### src/rtl/spi_hdr_pkg.sv
package spi_hdr_pkg;
  localparam int unsigned BYTE_W     = 8;
  localparam int unsigned NORM_COUNT = 47;
  localparam int unsigned NORM_AW    = 6;
  localparam int unsigned EXT_AW     = 8;
  localparam int unsigned EXT_DEPTH  = 1 << EXT_AW;

  // header address map; these boundaries decide the decode
  localparam logic [5:0] LAST_NORM = 6'h2E;
  localparam logic [5:0] EXT_ESC   = 6'h2F;
  localparam logic [5:0] STROBE_LO = 6'h30;
  localparam logic [5:0] STROBE_HI = 6'h3D;

  typedef enum logic [1:0] {
    TX_STATUS = 2'd0,
    TX_REG    = 2'd1,
    TX_FIFO   = 2'd2
  } txSrc_e;

  // strobes from control to datapath, valid for one clock
  typedef struct packed {
    logic              txLoad;
    txSrc_e            txSrc;
    logic              rdExt;
    logic [EXT_AW-1:0] rdIdx;
    logic              wrEn;
    logic              wrExt;
    logic [EXT_AW-1:0] wrIdx;
  } ctlCmd_t;

  function automatic logic [BYTE_W-1:0] statusByte(input logic ready, input logic [2:0] st);
    return {~ready, st, 4'b0000};
  endfunction
endpackage

### src/rtl/spi_hdr_dp.sv
module spi_hdr_dp
  import spi_hdr_pkg::*;
#(
  parameter int unsigned SYNC_STAGES = 2
) (
  input  logic              clk,
  input  logic              rstN,
  input  logic              spiSclk,
  input  logic              spiCsN,
  input  logic              spiSi,
  input  logic              chipReady,
  input  logic [2:0]        radioState,
  input  ctlCmd_t           cmd,
  input  logic [BYTE_W-1:0] fifoRdData,
  output logic              spiSo,
  output logic              spiSoEn,
  output logic              byteDone,
  output logic [BYTE_W-1:0] rxByte,
  output logic              csIdle,
  output logic              blocked
);
  localparam int unsigned CNT_W = $clog2(BYTE_W);
  localparam logic [CNT_W-1:0] LAST_BIT = CNT_W'(BYTE_W - 1);
  localparam logic [EXT_AW-1:0] NORM_LIMIT = EXT_AW'(NORM_COUNT);

  logic [SYNC_STAGES-1:0] sclkSync, csSync, siSync;
  logic sclkPrev, csPrev;
  logic sclkS, siS, csLow, selected, csFall, sclkRise, sclkFall;
  logic [CNT_W-1:0]  bitCnt;
  logic [BYTE_W-1:0] rxShift, txShift, txNext, rdData, curStatus;
  logic txFifo;
  logic [BYTE_W-1:0] normRegs [NORM_COUNT];
  logic [BYTE_W-1:0] extRegs  [EXT_DEPTH];

  // pin synchronizers
  always_ff @(posedge clk or negedge rstN) begin
    if (!rstN) begin
      sclkSync <= '0;
      csSync   <= '1;
      siSync   <= '0;
    end else begin
      sclkSync <= {sclkSync[SYNC_STAGES-2:0], spiSclk};
      csSync   <= {csSync[SYNC_STAGES-2:0], spiCsN};
      siSync   <= {siSync[SYNC_STAGES-2:0], spiSi};
    end
  end

  assign sclkS     = sclkSync[SYNC_STAGES-1];
  assign siS       = siSync[SYNC_STAGES-1];
  assign csLow     = ~csSync[SYNC_STAGES-1];
  assign selected  = csLow & ~csPrev;
  assign csFall    = csLow & csPrev;
  assign sclkRise  = sclkS & ~sclkPrev;
  assign sclkFall  = ~sclkS & sclkPrev;
  assign curStatus = statusByte(chipReady, radioState);

  always_comb begin
    if (cmd.rdExt)                rdData = extRegs[cmd.rdIdx];
    else if (cmd.rdIdx < NORM_LIMIT) rdData = normRegs[cmd.rdIdx[NORM_AW-1:0]];
    else                          rdData = '0;
  end

  // shift engine
  always_ff @(posedge clk or negedge rstN) begin
    if (!rstN) begin
      sclkPrev <= 1'b0;
      csPrev   <= 1'b1;
      bitCnt   <= '0;
      rxShift  <= '0;
      txShift  <= '0;
      txNext   <= '0;
      txFifo   <= 1'b0;
      byteDone <= 1'b0;
      blocked  <= 1'b0;
    end else begin
      sclkPrev <= sclkS;
      csPrev   <= ~csLow;
      byteDone <= 1'b0;
      if (csFall) begin
        bitCnt  <= '0;
        txShift <= curStatus;
        txFifo  <= 1'b0;
        blocked <= ~chipReady;
      end else if (!selected) begin
        bitCnt <= '0;
      end else begin
        if (sclkRise) begin
          rxShift <= {rxShift[BYTE_W-2:0], siS};
          bitCnt  <= bitCnt + 1'b1;
          if (bitCnt == LAST_BIT) byteDone <= 1'b1;
        end
        if (sclkFall) begin
          if (bitCnt == '0) txShift <= txFifo ? fifoRdData : txNext;
          else              txShift <= {txShift[BYTE_W-2:0], 1'b0};
        end
        if (cmd.txLoad) begin
          txFifo <= (cmd.txSrc == TX_FIFO);
          txNext <= (cmd.txSrc == TX_REG) ? rdData : curStatus;
        end
      end
    end
  end

  // register files
  always_ff @(posedge clk or negedge rstN) begin
    if (!rstN) begin
      for (int i = 0; i < NORM_COUNT; i++) normRegs[i] <= '0;
    end else if (cmd.wrEn && !cmd.wrExt && cmd.wrIdx < NORM_LIMIT) begin
      normRegs[cmd.wrIdx[NORM_AW-1:0]] <= rxShift;
    end
  end

  always_ff @(posedge clk or negedge rstN) begin
    if (!rstN) begin
      for (int i = 0; i < EXT_DEPTH; i++) extRegs[i] <= '0;
    end else if (cmd.wrEn && cmd.wrExt) begin
      extRegs[cmd.wrIdx] <= rxShift;
    end
  end

  assign rxByte  = rxShift;
  assign csIdle  = csPrev;
  assign spiSoEn = ~csPrev;
  assign spiSo   = spiSoEn ? txShift[BYTE_W-1] : 1'b0;

  assert_status_first_R2: assert property (@(posedge clk) disable iff (!rstN)
    csFall |=> (spiSoEn && spiSo == ~$past(chipReady)));

  assert_write_whole_byte_R9: assert property (@(posedge clk) disable iff (!rstN)
    cmd.wrEn |-> (byteDone && !csIdle));

  assert_count_cleared_R9: assert property (@(posedge clk) disable iff (!rstN)
    (csIdle && !csLow) |=> bitCnt == '0);
endmodule

### src/rtl/spi_hdr_ctl.sv
module spi_hdr_ctl
  import spi_hdr_pkg::*;
(
  input  logic              clk,
  input  logic              rstN,
  input  logic              byteDone,
  input  logic [BYTE_W-1:0] rxByte,
  input  logic              csIdle,
  input  logic              blocked,
  output ctlCmd_t           cmd,
  output logic              cmdValid,
  output logic [5:0]        cmdCode,
  output logic              fifoPort,
  output logic              fifoPush,
  output logic [BYTE_W-1:0] fifoWrData,
  output logic              fifoPop
);
  typedef enum logic [1:0] {S_HDR, S_EXTA, S_DATA, S_FIFO} state_e;

  state_e state, stateN;
  logic [EXT_AW-1:0] addr, addrN, nextAddr;
  logic isRead, isReadN, isBurst, isBurstN, isExt, isExtN, portN;
  logic act, strobeHit, pushHit, popHit;
  logic hdrRw, hdrBurst;
  logic [5:0] hdrAddr;

  assign act      = byteDone & ~blocked & ~csIdle;
  assign hdrRw    = rxByte[7];
  assign hdrBurst = rxByte[6];
  assign hdrAddr  = rxByte[5:0];

  always_comb begin
    if (isExt)                              nextAddr = addr + 1'b1;
    else if (addr == EXT_AW'(LAST_NORM))    nextAddr = '0;
    else                                    nextAddr = addr + 1'b1;
  end

  always_comb begin
    cmd       = '0;
    cmd.txSrc = TX_STATUS;
    stateN    = state;
    addrN     = addr;
    isReadN   = isRead;
    isBurstN  = isBurst;
    isExtN    = isExt;
    portN     = fifoPort;
    strobeHit = 1'b0;
    pushHit   = 1'b0;
    popHit    = 1'b0;
    if (act) begin
      unique case (state)
        S_HDR: begin
          isReadN    = hdrRw;
          isBurstN   = hdrBurst;
          cmd.txLoad = 1'b1;
          if (hdrAddr <= LAST_NORM) begin
            isExtN = 1'b0;
            addrN  = EXT_AW'(hdrAddr);
            stateN = S_DATA;
            if (hdrRw) begin
              cmd.txSrc = TX_REG;
              cmd.rdIdx = EXT_AW'(hdrAddr);
            end
          end else if (hdrAddr == EXT_ESC) begin
            isExtN = 1'b1;
            stateN = S_EXTA;
          end else if (hdrAddr <= STROBE_HI) begin
            strobeHit = 1'b1;
          end else begin
            portN  = hdrAddr[0];
            stateN = S_FIFO;
            if (hdrRw) cmd.txSrc = TX_FIFO;
          end
        end
        S_EXTA: begin
          addrN      = rxByte;
          stateN     = S_DATA;
          cmd.txLoad = 1'b1;
          if (isRead) begin
            cmd.txSrc = TX_REG;
            cmd.rdExt = 1'b1;
            cmd.rdIdx = rxByte;
          end
        end
        S_DATA: begin
          cmd.txLoad = 1'b1;
          if (!isRead) begin
            cmd.wrEn  = 1'b1;
            cmd.wrExt = isExt;
            cmd.wrIdx = addr;
          end
          if (isBurst) begin
            addrN = nextAddr;
            if (isRead) begin
              cmd.txSrc = TX_REG;
              cmd.rdExt = isExt;
              cmd.rdIdx = nextAddr;
            end
          end else begin
            stateN = S_HDR;
          end
        end
        S_FIFO: begin
          if (isRead) popHit  = 1'b1;
          else        pushHit = 1'b1;
          if (!isBurst) begin
            stateN     = S_HDR;
            cmd.txLoad = 1'b1;
          end
        end
        default: stateN = S_HDR;
      endcase
    end
  end

  always_ff @(posedge clk or negedge rstN) begin
    if (!rstN) begin
      state      <= S_HDR;
      addr       <= '0;
      isRead     <= 1'b0;
      isBurst    <= 1'b0;
      isExt      <= 1'b0;
      fifoPort   <= 1'b0;
      cmdValid   <= 1'b0;
      cmdCode    <= '0;
      fifoPush   <= 1'b0;
      fifoPop    <= 1'b0;
      fifoWrData <= '0;
    end else begin
      cmdValid <= strobeHit;
      fifoPush <= pushHit;
      fifoPop  <= popHit;
      if (strobeHit) cmdCode <= hdrAddr;
      if (pushHit)   fifoWrData <= rxByte;
      if (csIdle) begin
        state <= S_HDR;
      end else begin
        state    <= stateN;
        addr     <= addrN;
        isRead   <= isReadN;
        isBurst  <= isBurstN;
        isExt    <= isExtN;
        fifoPort <= portN;
      end
    end
  end

  assert_strobe_range_R6: assert property (@(posedge clk) disable iff (!rstN)
    cmdValid |-> (cmdCode >= STROBE_LO && cmdCode <= STROBE_HI));

  assert_single_event_R7: assert property (@(posedge clk) disable iff (!rstN)
    $onehot0({cmdValid, fifoPush, fifoPop}));

  assert_norm_addr_wrap_R4: assert property (@(posedge clk) disable iff (!rstN)
    (!isExt) |-> addr <= EXT_AW'(LAST_NORM));

  assert_header_after_deselect_R9: assert property (@(posedge clk) disable iff (!rstN)
    csIdle |=> state == S_HDR);

  assert_blocked_silent_R8: assert property (@(posedge clk) disable iff (!rstN)
    blocked |=> !(cmdValid || fifoPush || fifoPop));
endmodule

### src/rtl/spi_hdr_regif.sv
module spi_hdr_regif
  import spi_hdr_pkg::*;
#(
  parameter int unsigned SYNC_STAGES = 2
) (
  input  logic       clk,
  input  logic       rstN,
  input  logic       spiSclk,
  input  logic       spiCsN,
  input  logic       spiSi,
  output logic       spiSo,
  output logic       spiSoEn,
  input  logic       chipReady,
  input  logic [2:0] radioState,
  output logic       cmdValid,
  output logic [5:0] cmdCode,
  output logic       fifoPort,
  output logic       fifoPush,
  output logic [7:0] fifoWrData,
  output logic       fifoPop,
  input  logic [7:0] fifoRdData
);
  ctlCmd_t           cmd;
  logic              byteDone, csIdle, blocked;
  logic [BYTE_W-1:0] rxByte;

  spi_hdr_dp #(.SYNC_STAGES(SYNC_STAGES)) u_dp (
    .clk(clk), .rstN(rstN), .spiSclk(spiSclk), .spiCsN(spiCsN), .spiSi(spiSi),
    .chipReady(chipReady), .radioState(radioState), .cmd(cmd), .fifoRdData(fifoRdData),
    .spiSo(spiSo), .spiSoEn(spiSoEn), .byteDone(byteDone), .rxByte(rxByte),
    .csIdle(csIdle), .blocked(blocked)
  );

  spi_hdr_ctl u_ctl (
    .clk(clk), .rstN(rstN), .byteDone(byteDone), .rxByte(rxByte), .csIdle(csIdle),
    .blocked(blocked), .cmd(cmd), .cmdValid(cmdValid), .cmdCode(cmdCode),
    .fifoPort(fifoPort), .fifoPush(fifoPush), .fifoWrData(fifoWrData), .fifoPop(fifoPop)
  );
endmodule

### config.mk
export PLATFORM = sky130hd
export DESIGN_NAME = spi_hdr_regif
export DESIGN_NICKNAME = d
export VERILOG_FILES = /design/src/rtl/spi_hdr_pkg.sv /design/src/rtl/spi_hdr_dp.sv /design/src/rtl/spi_hdr_ctl.sv /design/src/rtl/spi_hdr_regif.sv
export SDC_FILE = /design/constraint.sdc
export NUM_CORES = 2
export LEC_CHECK = 0
export ABC_AREA = 1
export BUFFER_PORTS_ARGS = -buffer_cell sky130_fd_sc_hd__buf_2
export CELL_PAD_IN_SITES_DETAIL_PLACEMENT = 0
export CELL_PAD_IN_SITES_GLOBAL_PLACEMENT = 1
export CORE_UTILIZATION = 48
export DETAILED_ROUTE_END_ITERATION = 10
export MAX_ROUTING_LAYER = met4
export PLACE_DENSITY_LB_ADDON = 0.15
export SETUP_SLACK_MARGIN = 0.05
export SLEW_MARGIN = 10
export SYNTH_ARGS = -nofsm -noshare
export SYNTH_HDL_FRONTEND = slang
export SYNTH_SLANG_ARGS = --single-unit
export TNS_END_PERCENT = 20
### constraint.sdc
create_clock -name clk -period 3.65 [get_ports clk]
set_input_delay 0 -clock clk [delete_from_list [all_inputs] [get_ports clk]]
set_output_delay 0 -clock clk [all_outputs]
set_load 0.005 [all_outputs]
==> reports/results.ini <==
[setup_path]
crit_chain = inv_2 > ha_2 > nand2_2 > nor2_4 > nand3_2 > nand3_4 > nand2_8 > buf_12 > clkbuf_16 > buf_4 > buf_12 > nand2_1 > nand3_1 > nand3_1 > nand3_1 > nand2_1 > nand3_1 > nand3_1 > nand3_1 > nand2_2 > nand2_2 > nand2_1 > nand2_1 > nand2_1
cp_max_fo = 45
worst-path-buf-inv = 5
critPathTopFamily = simple AND/OR/NAND/NOR gates
critical_path_class = register to register
r2r-end = u_dp.txNext[6]$_DFFE_PN0P_
crit_top_cell = nand3_1
arrival_ns = 4.50
rrSetupSlack_ns = 0.02
max_stage_delay_ns = 0.39
start_kind = register
r2r_cells = 24
worstSetupEndpointType = register
slowest_stage = dfrtp_1
worst_ep_required_time_ns = 4.52
r2r_start = u_ctl.state[0]$_DFFE_PN0P_

[finish]
finalCoreUtilization_pct = 57.4
area_delta_synth_final_pct = 18.9
stdcell_area_um2 = 140000
stdcell_count = 18600
drive_gt1_share_pct = 11.8
fin_nets = 15200

[clock_tree]
cts-root-buf = clkbuf_16
cts_buffers = 298
cts_tree = yes
cts.sinks = 2493
clkLatencyLatePin_ns = 0.95
clkTransAtPathRegs_ns = 0.06
clk_path_buf_depth = 4
htreeDepth = 5

[sta]
relSlewSlack_pct = 23.5
setup_viol = 0
layout_min_cycle_time_ns = 3.63
hold_viol = 0
skew_ns = 0.0508
max_freq_mhz = 276
rsz0062_at_grt = true
timing.setup.tns_ns = 0
slew_viol_final = 0
min_period_over_period_pct = 99.4
tightest_slew_ns = 1.14

[synthesis]
ys_seq_area_share_pct = 53.1
avgSynthCellArea_um2 = 7.88
synth_common_cells = nand2_1, o21ai_0, dfrtp_1, nand3_1, clkbuf_1
syn-cell-area_um2 = 118000
async_reset_ff_share_pct = 100
synth.most_common_cell = nand2_1
synth-edff-count = 0
synthTopCellsByArea = dfrtp_1, nand2_1, o21ai_0
ys.warnings.count = 0
synthesis.instances = 14900
synth_top_area_share_pct = 53.0
ys_ff_latch = 2493
syn_nets = 14900
synth_cell_types = 47
synth.largest_area_cell = dfrtp_1
synthFlopType = dfrtp_1

[floorplanning]
initial_utilization_pct = 48.3
rows = 181
die_y_um = 497
ios = 37
fp.coreArea_um2 = 243000
die_area_um2 = 247000
die-width_um = 497

[power]
p_seq_share_pct = 45.6
switching_share_pct = 24.5
p_clk_share_pct = 49.0
p_sw_w = 0.0149
peakVddDrop_v = 0.000509
comb_power_share_pct = 5.4
p_int_w = 0.0458
p_per_area_nw_per_um2 = 434
p_leak_nw = 62.6
power.total_w = 0.0607

[placement]
numPlacedInstances = 18000
dp_hpwl_um = 275000
dpl_cell_area_um2 = 127000
gp_congestion = 0.957
io_buffers = 36

[global_routing]
antenna_found_initial = 12
grt_max_degree = 140
grt_first_pass_wirelength_um = 658000
overflow = 0
grt_pass1_vias = 102000
grt_use_total_pct = 35.9

[min_path]
hold_end = u_dp.txShift[2]$_DFFE_PN0P_
hold_path_startpoint = fifoRdData[2]
hold_path_class = input pin to register
holdPathStages = 6

[drt]
drtAntennaViolNets = 0
first_pass_iters = 9
wl_per_cell_um = 23.6
drtIter0Drc = 13100
drc = 0
route.vias.total = 107000
vias_per_cell = 5.76
wl_um = 439000

[flow_run]
maxCapViolCount = 0

[status]
outcome = complete, no violations

[flip-flops by register name (all words and copies together) (netlist names), 2 cells and up]
register / cells
u_dp.extRegs: 2048
u_dp.bitCnt: 3
u_dp.sclkSync: 2
u_ctl.addr: 8
u_dp.siSync: 2
u_dp.txNext: 8
u_dp.normRegs: 376
u_dp.txShift: 8
u_dp.rxByte: 8
u_ctl.fifoWrData: 8
u_ctl.cmdCode: 6
u_ctl.state: 2
u_dp.csSync: 2
[what timing repair did]
action,in CTS,in global routing
hold buffers,27,0
gates resized for setup,83,209
endpoints found under the hold margin,967,0
cloned,12,23
endpoints found under the setup margin,8,46
pin swaps,7,39
buffers inserted,14,64
[per-layer routing]
metal	vias up	track usage, %	part of all wire (%)
met4	0	14.1	4.3
met3	849	5.20	7.7
met1	52400	48.8	43
met5	-	-	0
met2	4567	54.4	45
li1	49200	-	-
[power groups by stage]
stage | clock network, W | registers (W) | logic [W]
5_1_grt | 0.0311 | 0.0277 | 0.00345
2_1_floorplan | 0 | 0.0282 | 0.00112
3_5_place_dp | 0 | 0.0282 | 0.00323
4_1_cts | 0.0301 | 0.0277 | 0.00328
6_report | 0.0297 | 0.0277 | 0.00329
3_3_place_gp | 0 | 0.0282 | 0.00321
[logic make-up (layout without fill, tap and decap cells)]
kind of cell / after synthesis / after routing / synth area share, %
XOR/XNOR: 3 / 3 / 0.0224
AO/OA/AOI/OAI: 2825 / 2825 / 12.2
buffers and inverters: 1787 / 2268 / 6.48
other: 0 / 4 / 0
adder cells (fa/ha/maj): 9 / 9 / 0.0958
AND/OR/NAND/NOR: 7788 / 7788 / 28.1
flip-flops: 2493 / 2493 / 53.1
multiplexers: 8 / 8 / 0.0681
[worst register-to-register path: stages (launching register included)]
cell and delay, ns:
dfrtp_1 0.39, inv_2 0.08, ha_2 0.19, nand2_2 0.07, nor2_4 0.16, nand3_2 0.12, nand3_4 0.17, nand2_8 0.15
buf_12 0.17, clkbuf_16 0.17, buf_4 0.15, buf_12 0.17, nand2_1 0.11, nand3_1 0.12, nand3_1 0.16, nand3_1 0.13
nand2_1 0.10, nand3_1 0.27, nand3_1 0.19, nand3_1 0.10, nand2_2 0.15, nand2_2 0.09, nand2_1 0.07, nand2_1 0.05
nand2_1 0.06
[cell type report]
cell class              count  area [um2]
fillers                 22400      104000
flip-flops and latches   2493       62400
multi-input cells       10600       48500
repair buffers           1133       12900
clock buffers             434        8740
well taps                3202        4010
inverters                 630        2470
clock inverters            71         866
diodes                      4        10.0
[stage by stage]
step / hold WS, ns / setup slack, ns
2_1_floorplan: -0.296 / 0.894
5_1_grt: 0.0979 / -0.0908
4_1_cts: 0.0114 / 0.0121
3_5_place_dp: 0.109 / -0.598
3_3_place_gp: 0.109 / -0.603
6_report: 0.0640 / 0.0224
[worst max path at each step]
stage	end	start	cells past startpoint
finish	u_dp.txNext[6]$_DFFE_PN0P_	u_ctl.state[0]$_DFFE_PN0P_	24
global route	u_dp.txNext[0]$_DFFE_PN0P_	u_ctl.addr[0]$_DFFE_PN0P_	25
CTS	u_dp.txNext[0]$_DFFE_PN0P_	u_ctl.addr[0]$_DFFE_PN0P_	28
detailed placement	u_dp.txNext[1]$_DFFE_PN0P_	u_ctl.state[0]$_DFFE_PN0P_	23
global placement	u_dp.txNext[1]$_DFFE_PN0P_	u_ctl.state[0]$_DFFE_PN0P_	23
floorplan	u_dp.txNext[0]$_DFFE_PN0P_	u_ctl.addr[0]$_DFFE_PN0P_	25
[cells in the final DEF (no fill, tap or decap), types with 9 or more instances in the layout]
cell	instances
a21oi_1	118
a21oi_2	16
a31oi_1	12
buf_12	225
buf_16	39
buf_2	35
buf_4	738
buf_6	31
bufinv_16	18
clkbuf_1	64
clkbuf_16	326
clkbuf_8	67
clkinv_1	18
clkinv_2	39
dfrtp_1	2490
dlygate4sd3_1	26
inv_1	576
inv_2	24
inv_8	9
nand2_1	5098
nand2_2	57
nand2_4	9
nand3_1	1693
nand3_2	70
nand3_4	9
nand3b_1	327
nand4_1	12
nor2_1	442
nor2_2	18
nor2_4	17
nor3_1	9
nor3_2	9
nor3_4	9
o211ai_1	43
o21ai_0	2550
o21ai_1	53
o22ai_1	9
No activity file was read; power rests on OpenSTA's default activity.
